**config.mk**
```make
export PLATFORM = sky130hd
export DESIGN_NAME = adc_bank_capture
export DESIGN_NICKNAME = d
export VERILOG_FILES = /design/src/rtl/adc_cap_pkg.sv /design/src/rtl/adc_cap_addr_gen.sv /design/src/rtl/adc_cap_wr_port.sv /design/src/rtl/adc_cap_irq_ctrl.sv /design/src/rtl/adc_bank_capture.sv
export SDC_FILE = /design/constraint.sdc
export NUM_CORES = 1
export LEC_CHECK = 0
export BUFFER_PORTS_ARGS = -buffer_cell sky130_fd_sc_hd__buf_2
export CAP_MARGIN = 20
export CORE_ASPECT_RATIO = 1.25
export CORE_UTILIZATION = 48
export CTS_CLUSTER_DIAMETER = 50
export DETAILED_ROUTE_END_ITERATION = 7
export PLACE_DENSITY_LB_ADDON = 0.1
export SLEW_MARGIN = 30
export SYNTH_ARGS = -nofsm -noshare
export SYNTH_HDL_FRONTEND = slang
export SYNTH_SLANG_ARGS = --single-unit
```
**constraint.sdc**
```tcl
create_clock -name clk -period 1.9 [get_ports clk]
set_input_delay 0.095 -clock clk [delete_from_list [all_inputs] [get_ports clk]]
set_output_delay 0.095 -clock clk [all_outputs]
set_load 0.03 [all_outputs]
```
**src/rtl/adc_cap_pkg.sv**
```systemverilog
package adc_cap_pkg;
   localparam int unsigned CAP_DATA_W     = 32;
   localparam int unsigned CAP_NUM_BANKS  = 4;
   localparam int unsigned CAP_BANK_WORDS = 4096;
   localparam int unsigned CAP_ADDR_W     = 16;
   localparam int unsigned CAP_BYTE_SHIFT = 2;   // 32-bit words, byte counter
endpackage

```
**src/rtl/adc_cap_addr_gen.sv**
```systemverilog
module adc_cap_addr_gen
   import adc_cap_pkg::*;
#(
   parameter int unsigned NUM_BANKS  = CAP_NUM_BANKS,
   parameter int unsigned BANK_WORDS = CAP_BANK_WORDS,
   parameter int unsigned ADDR_W     = CAP_ADDR_W,
   localparam int unsigned AW = $clog2(BANK_WORDS),
   localparam int unsigned SW = $clog2(NUM_BANKS)
) (
   input  logic          clk,
   input  logic          rst,
   input  logic          adv,
   output logic [SW-1:0] cur_bank,
   output logic [AW-1:0] cur_word,
   output logic          last_word
);
   localparam logic [ADDR_W-1:0] STEP = ADDR_W'(1 << CAP_BYTE_SHIFT);

   if (ADDR_W != SW + AW + CAP_BYTE_SHIFT) begin : g_bad_width
      $error("ADDR_W must equal bank bits + word bits + byte shift");
   end
   if ((1 << AW) != BANK_WORDS || (1 << SW) != NUM_BANKS || NUM_BANKS < 2) begin : g_bad_pow2
      $error("BANK_WORDS and NUM_BANKS must be powers of two, NUM_BANKS >= 2");
   end

   logic [ADDR_W-1:0] byte_cnt;

   always_ff @(posedge clk) begin
      if (rst)
         byte_cnt <= '0;
      else if (adv)
         byte_cnt <= byte_cnt + STEP;
   end

   assign cur_bank  = byte_cnt[ADDR_W-1 -: SW];
   assign cur_word  = byte_cnt[CAP_BYTE_SHIFT +: AW];
   assign last_word = &cur_word;
endmodule

```
**src/rtl/adc_cap_wr_port.sv**
```systemverilog
module adc_cap_wr_port
   import adc_cap_pkg::*;
#(
   parameter int unsigned DATA_W    = CAP_DATA_W,
   parameter int unsigned NUM_BANKS = CAP_NUM_BANKS,
   parameter int unsigned AW        = 12,
   parameter int unsigned SW        = 2,
   parameter bit          REG_OUT   = 1'b1
) (
   input  logic                 clk,
   input  logic                 rst,
   input  logic                 acc,
   input  logic [SW-1:0]        sel_bank,
   input  logic [AW-1:0]        sel_word,
   input  logic [DATA_W-1:0]    din,
   output logic [NUM_BANKS-1:0] we,
   output logic [AW-1:0]        addr,
   output logic [DATA_W-1:0]    wdata
);
   logic [NUM_BANKS-1:0] we_dec;

   for (genvar b = 0; b < NUM_BANKS; b++) begin : g_dec
      assign we_dec[b] = acc && (sel_bank == SW'(b));
   end

   if (REG_OUT) begin : g_reg
      always_ff @(posedge clk) begin
         if (rst) begin
            we    <= '0;
            addr  <= '0;
            wdata <= '0;
         end else begin
            we <= we_dec;
            if (acc) begin
               addr  <= sel_word;
               wdata <= din;
            end
         end
      end
   end else begin : g_comb
      assign we    = we_dec;
      assign addr  = sel_word;
      assign wdata = din;
   end
endmodule

```
**src/rtl/adc_cap_irq_ctrl.sv**
```systemverilog
module adc_cap_irq_ctrl #(
   parameter int unsigned SW = 2
) (
   input  logic          clk,
   input  logic          rst,
   input  logic          fill_evt,
   input  logic [SW-1:0] fill_idx,
   input  logic          irq_clr,
   input  logic          ovr_clr,
   output logic          irq,
   output logic [SW-1:0] done_bank,
   output logic          overrun
);
   logic lost;

   assign lost = fill_evt && irq && !irq_clr;

   always_ff @(posedge clk) begin
      if (rst) begin
         irq       <= 1'b0;
         overrun   <= 1'b0;
         done_bank <= '0;
      end else begin
         irq     <= fill_evt || (irq && !irq_clr);
         overrun <= lost || (overrun && !ovr_clr);
         if (fill_evt)
            done_bank <= fill_idx;
      end
   end
endmodule

```
**src/rtl/adc_bank_capture.sv**
```systemverilog
module adc_bank_capture
   import adc_cap_pkg::*;
#(
   parameter int unsigned DATA_W     = CAP_DATA_W,
   parameter int unsigned NUM_BANKS  = CAP_NUM_BANKS,
   parameter int unsigned BANK_WORDS = CAP_BANK_WORDS,
   parameter int unsigned ADDR_W     = CAP_ADDR_W,
   parameter bit          REG_OUT    = 1'b1,
   localparam int unsigned AW = $clog2(BANK_WORDS),
   localparam int unsigned SW = $clog2(NUM_BANKS)
) (
   input  logic                 clk,
   input  logic                 rst,
   input  logic                 cap_en,
   input  logic                 smp_valid,
   input  logic [DATA_W-1:0]    smp_data,
   input  logic                 irq_clr,
   input  logic                 ovr_clr,
   output logic [NUM_BANKS-1:0] bank_we,
   output logic [AW-1:0]        bank_addr,
   output logic [DATA_W-1:0]    bank_wdata,
   output logic                 irq,
   output logic [SW-1:0]        done_bank,
   output logic                 overrun
);
   logic          acc;
   logic [SW-1:0] cur_bank;
   logic [AW-1:0] cur_word;
   logic          last_word;

   assign acc = cap_en && smp_valid;

   adc_cap_addr_gen #(
      .NUM_BANKS (NUM_BANKS),
      .BANK_WORDS(BANK_WORDS),
      .ADDR_W    (ADDR_W)
   ) u_addr (
      .clk      (clk),
      .rst      (rst),
      .adv      (acc),
      .cur_bank (cur_bank),
      .cur_word (cur_word),
      .last_word(last_word)
   );

   adc_cap_wr_port #(
      .DATA_W   (DATA_W),
      .NUM_BANKS(NUM_BANKS),
      .AW       (AW),
      .SW       (SW),
      .REG_OUT  (REG_OUT)
   ) u_wr (
      .clk     (clk),
      .rst     (rst),
      .acc     (acc),
      .sel_bank(cur_bank),
      .sel_word(cur_word),
      .din     (smp_data),
      .we      (bank_we),
      .addr    (bank_addr),
      .wdata   (bank_wdata)
   );

   adc_cap_irq_ctrl #(
      .SW(SW)
   ) u_irq (
      .clk      (clk),
      .rst      (rst),
      .fill_evt (acc && last_word),
      .fill_idx (cur_bank),
      .irq_clr  (irq_clr),
      .ovr_clr  (ovr_clr),
      .irq      (irq),
      .done_bank(done_bank),
      .overrun  (overrun)
   );
endmodule

```
==> run metrics, run 1 <==
nets around 440; top cells by count, synth nand2_1, dfxtp_1, a21oi_1; number of global-route vias before repair 2014; Post-route DRC 0; die area 5240 µm²; worst slack, placed around 0.37 ns; drt total wl 5.53 mm; Tmin final between 1.5 and 2 ns; worst setup margin 0.367 ns; chip height 80.7 µm; status finished clean; Psw 677 µW; Worst-Margin Slew roughly 0.53 ns; Sink Count 66; maximum clock insertion buffer count 2; HPWL after detailed placement ~3.4 mm; IO buf count 89; GR Util All Layers 0.216; Min Hold Slack 0.0120 ns; internal power 2120 µW; Req. time, crit path 2.11 ns; CP Launch Type flip-flop; crit end category flip-flop; layout cells sized above 1 0.276; Post-synth ARST share 0; gp weighted congestion ~0.72; Yosys Warn Count 0; H-tree levels 3; core area 4760 µm²; area leader, netlist dfxtp_1; EDFF count, synth 0; pin count of the biggest net entering global routing 36; Final Non-Filler Cells 470; Clock Latency Late Sink roughly 0.33 ns; Fin Setup TNS 0 ns; Seq/Total Area, Yosys 0.556; synthesis-to-finish area growth 41.8%; Initial Util 0.499; vias per cell 4.83; Avg Inst Size Synth roughly 8.3 µm²; Crit Path Category reg -> reg; clock share of power 0.380; CTS tree yes; io pins 90; ANT cells 0; Pwr Density 830 nW/µm²; DR pass1 iterations 4; RSZ-0062 raised after global routing false; Synth top area share 0.556; largest cells by area after synthesis dfxtp_1, nand2_1, a21oi_1; Leakage 0.00151 µW; Num CTS Buffers 9; total placed cells including tap cells roughly 420; cell area after synthesis approximately 2400 µm²; crit-path max FO 7; fillcell total between 300 and 400; Post-CTS Setup Bufs 0; total vias in the final route 2272; Worst-path clk slew 0.06 ns; critical path data arrival time ~1.7 ns; Max Fclk approximately 650 MHz; syn nets 326; final hold vios 0; most numerous cell in the Yosys netlist nand2_1; max-cap violation count 0; Die Wd 64.9 µm; Reg power frac 0.513; period utilization 0.807; Routed Antenna Nets 0; Yosys cell types 28; initial antenna violation count 0; routed length per instance 11.8 µm; total grt overflow 0; prevailing post-synth register cell dfxtp_1; FF+latch count, synth 66; clk_skew 0.00428 ns; Cells after Synth 287; Net Sw Frac 0.242; final core utilization 0.707; Gate power share 0.106; Slew Limit Fails 0; worst vdd ir 0.000536 V; Initial DRC Count 75; # setup viols final 0; slew margin rel. 0.647; Root Buffer clkbuf_8; first-pass GRT wire length 8.57 mm; min-delay worst type in -> reg; FP Rows 28
## sequential cells by signal, summed over array words and instances (netlist names)
signal	cells
u_wr.wdata	32
u_addr.byte_cnt	14
u_wr.addr	12
u_wr.we	4
u_irq.done_bank	2
u_irq.irq	1
u_irq.overrun	1
## kinds of logic (layout without fill, tap and decap cells)
| logic type | after synthesis | count (layout) | synth area share |
|---|---|---|---|
| buf+inv | 19 | 142 | 0.0316 |
| xor+xnor | 11 | 11 | 0.0405 |
| flops | 66 | 66 | 0.556 |
| compound gates | 53 | 53 | 0.117 |
| fa+ha+maj | 1 | 1 | 0.00526 |
| simple gates | 137 | 137 | 0.250 |
## per-stage QoR
step	total power (µW)	area (µm²)
global placement	1710	2880
floorplan	1620	2380
global route	2910	3370
CTS	2830	3370
finish	2800	3370
detailed placement	1710	2880
## repair_timing
action / 4_1_cts / 5_1_grt
hold buffers: 31 / 0
endpoints found under the setup margin: 0 / 0
endpoints found under the hold margin: 31 / 0
resized for setup: 0 / 0
## cells in the final DEF, fill, tap and decap left out
master,n
nand4_2,1
nand3b_1,2
buf_2,89
a31oi_1,1
nor4_4,1
buf_4,4
and4_2,1
buf_12,1
and3_1,2
nor2_1,17
and2_1,1
clkbuf_8,12
ha_1,1
and4_1,1
inv_1,1
o21ai_0,2
xnor2_1,5
and2_2,1
nand2b_1,3
a21oi_1,47
a31o_2,1
xor2_1,6
o31ai_1,1
nor4_1,1
clkbuf_1,2
nand4_1,4
dfxtp_1,66
nor3_1,2
nand2_1,98
a41o_1,1
nand3_1,2
clkinv_2,2
dlygate4sd3_1,31
## power groups by stage
stage	clock, µW	combinational [µW]	sequential, µW
after detailed placement	0	247	1470
after CTS	1100	296	1440
final	1060	298	1440
after global placement	0	245	1470
after global routing	1150	323	1440
after floorplan	0	87.1	1530
## layout make-up
cell class	instances	area, µm²	area share
flip-flops and latches	66	1320	0.392
clock buffers	14	173	0.0512
inverters	1	3.75	0.00111
repair buffers	125	806	0.239
well taps	60	75.1	0.0223
clock inverters	2	10.0	0.00297
multi-input cells	202	982	0.291
## metal layers
metal	share of wire	track usage	wire length [µm]	up-vias
met5	0	0	0	-
met2	0.49	0.369	2690	69
met4	0.015	0.116	83	0
met1	0.44	0.236	2450	1021
li1	-	-	-	1176
met3	0.056	0.0668	309	6
## critical path, cell delays in order (launching register included)
cell	delay (ns)
dfxtp_1	0.39
ha_1	0.19
and4_1	0.29
nand4_1	0.28
xor2_1	0.20
nor2_1	0.05
## worst paths after layout
| check | start | to | slack, ns | cells after the start |
|---|---|---|---|---|
| worst max-delay path | u_addr.byte_cnt[2]$_SDFFE_PP0P_ | u_addr.byte_cnt[14]$_SDFFE_PP0P_ | 0.37 | 5 |
| worst min-delay path | smp_data[27] | u_wr.wdata[27]$_SDFFE_PP0P_ | 0.01 | 3 |
| worst max register to register | u_addr.byte_cnt[2]$_SDFFE_PP0P_ | u_addr.byte_cnt[14]$_SDFFE_PP0P_ | 0.37 | 5 |
| worst min register to register | u_wr.wdata[16]$_SDFFE_PP0P_ | u_wr.wdata[16]$_SDFFE_PP0P_ | 0.45 | 2 |
Note: power is estimated with default switching activity, not from simulation.
==> run 2: changes to the inputs <==
==> constraint.sdc (replaced) <==
create_clock -name clk -period 1.45 [get_ports clk]
set_input_delay 0.0725 -clock clk [delete_from_list [all_inputs] [get_ports clk]]
set_output_delay 0.0725 -clock clk [all_outputs]
set_load 0.03 [all_outputs]
==> run metrics, run 2 (synthesis results as in run 1) <==
status finished clean; number of global-route vias before repair slightly above 2000; Reg power frac 0.485; synthesis-to-finish area growth 48.2%; GRT busiest layer met2; Clock Latency Late Sink 0.32 ns; Sink Count 66; worst slack, placed 0.00958 ns; slew margin rel. 0.700; pin count of the biggest net entering global routing 30; io pins 90; GR Util met3 0.0511; Initial Util 0.499; drt total wl 5.58 mm; first-pass GRT wire length 8.71 mm; Placed Area 2960 µm²; critical path data arrival time 1.53 ns; final core utilization 0.739; GRT met2 Usage 0.395; nets 457; Final Non-Filler Cells 483; min-delay worst type in -> reg; Routed Antenna Nets 0; commonest non-fill, non-tap cells in the layout nand2_1, buf_2, dfxtp_1, a21oi_1, dlygate4sd3_1; total placed cells including tap cells 432; period utilization 0.912; internal power around 3000 µW; Leakage 0.00159 µW; Worst-path clk slew 0.07 ns; critical path depth 6; worst setup margin around 0.13 ns; Gate power share 0.104; GR Layer Usage met1 0.233; footprint of the multi-input gates 982 µm²; Psw 862 µW; CP Launch Type flip-flop; Max Fclk between 700 and 800 MHz; crit end category flip-flop; RSZ-0062 raised after global routing false; fillcell total 395; Worst-Margin Slew 0.449 ns; Req. time, crit path approximately 1.7 ns; Slew Limit Fails 0; highest cell delay on the worst timing path 0.36 ns; total vias in the final route about 2300; Initial DRC Count a little over 80; GR Util All Layers 0.218; max-cap violation count 0; Net Sw Frac 0.222; final hold vios 0; clk_skew 0.00693 ns; Fin Setup TNS 0 ns; HPWL after detailed placement 3.53 mm; Num CTS Buffers 9; vias per cell 4.81; ANT cells 0; initial antenna violation count 0; IO buf count roughly 90; top cell family by delay on the critical path simple AND/OR/NAND/NOR gates; max reg flops 32; crit-path max FO 4; FP Rows 28; largest registers u_wr.wdata: 32 flops, u_addr.byte_cnt: 14 flops, u_wr.addr: 12 flops; CTS tree yes; critical-path cell list ha_1, and4_1, buf_4, nand4_1, xor2_1, nor2_1; worst r2r path cells 6; total grt overflow 0; clock share of power 0.411; die area ~5200 µm²; register area 1320 µm²; maximum clock insertion buffer count 2; worst vdd ir about 0.0009 V; chip height 80.7 µm; core area ~4800 µm²; Root Buffer clkbuf_8; Hold Crit Depth 2; gp weighted congestion 0.737; H-tree levels 3; Tmin final ~1.3 ns; Slowest-stage cell, CP dfxtp_2; routed length per instance ~12 µm; WP buf/inv 1; DR pass1 iterations 4; Largest Register u_wr.wdata; commonest non-fill, non-tap cell in the layout nand2_1; # setup viols final 0; fin area 3520 µm²; Pwr Density roughly 1100 nW/µm²; Crit Path Category reg -> reg; Post-route DRC 0; Die Wd around 65 µm; layout cells sized above 1 0.298
## run 2: cell types whose count changed in the layout (fill, tap and decap cells not counted)
cell and delta:
dlygate4sd3_1 +2, bufinv_16 +1, clkbuf_8 +1, dfxtp_2 +2, dfxtp_1 -2, buf_4 +10
buf_12 +1, clkinv_2 -2
## run 2: per-layer routing
metal	share of wire	up-vias
li1	-	1196
met1	0.43	1059
met2	0.51	62
met3	0.047	8
met4	0.013	0
met5	0	-
## run 2: metrics by stage
stage | hold slack, ns | total power, µW
after floorplan | 0.209 | 2120
after global placement | 0.312 | 2250
after detailed placement | 0.318 | 2260
after CTS | 0.0174 | 3930
after global routing | 0.0534 | 4050
final | 0.0369 | 3880
## run 2: area by class of cell
cell class | count | share of cell area
timing repair buffer | 138 | 0.261
multi-input combinational | 202 | 0.279
inverter | 1 | 0.00107
clock buffer | 15 | 0.0529
tap | 60 | 0.0213
sequential | 66 | 0.376
clock inverter | 1 | 0.00853
## run 2: path summary, 6_finish.rpt
kind,startpoint,slack [ns],end
worst max-delay path,u_addr.byte_cnt[2]$_SDFFE_PP0P_,0.13,u_addr.byte_cnt[8]$_SDFFE_PP0P_
worst min-delay path,rst,0.04,u_addr.byte_cnt[9]$_SDFFE_PP0P_
worst max register to register,u_addr.byte_cnt[2]$_SDFFE_PP0P_,0.13,u_addr.byte_cnt[8]$_SDFFE_PP0P_
worst min register to register,u_wr.wdata[4]$_SDFFE_PP0P_,0.45,u_wr.wdata[4]$_SDFFE_PP0P_
## run 2: power by group through the flow
stage | logic, µW | registers, µW | clock network [µW]
2_1_floorplan | 114 | 2010 | 0
3_3_place_gp | 330 | 1920 | 0
6_report | 404 | 1880 | 1590
3_5_place_dp | 333 | 1920 | 0
4_1_cts | 402 | 1880 | 1640
5_1_grt | 438 | 1890 | 1720
## run 2: timing repair
item / CTS / global route
pin swaps: 1 / 1
hold buffers: 33 / 0
setup endpoints to repair: 1 / 6
resized for setup: 0 / 2
setup buffers: 0 / 2
endpoints found under the hold margin: 33 / 0
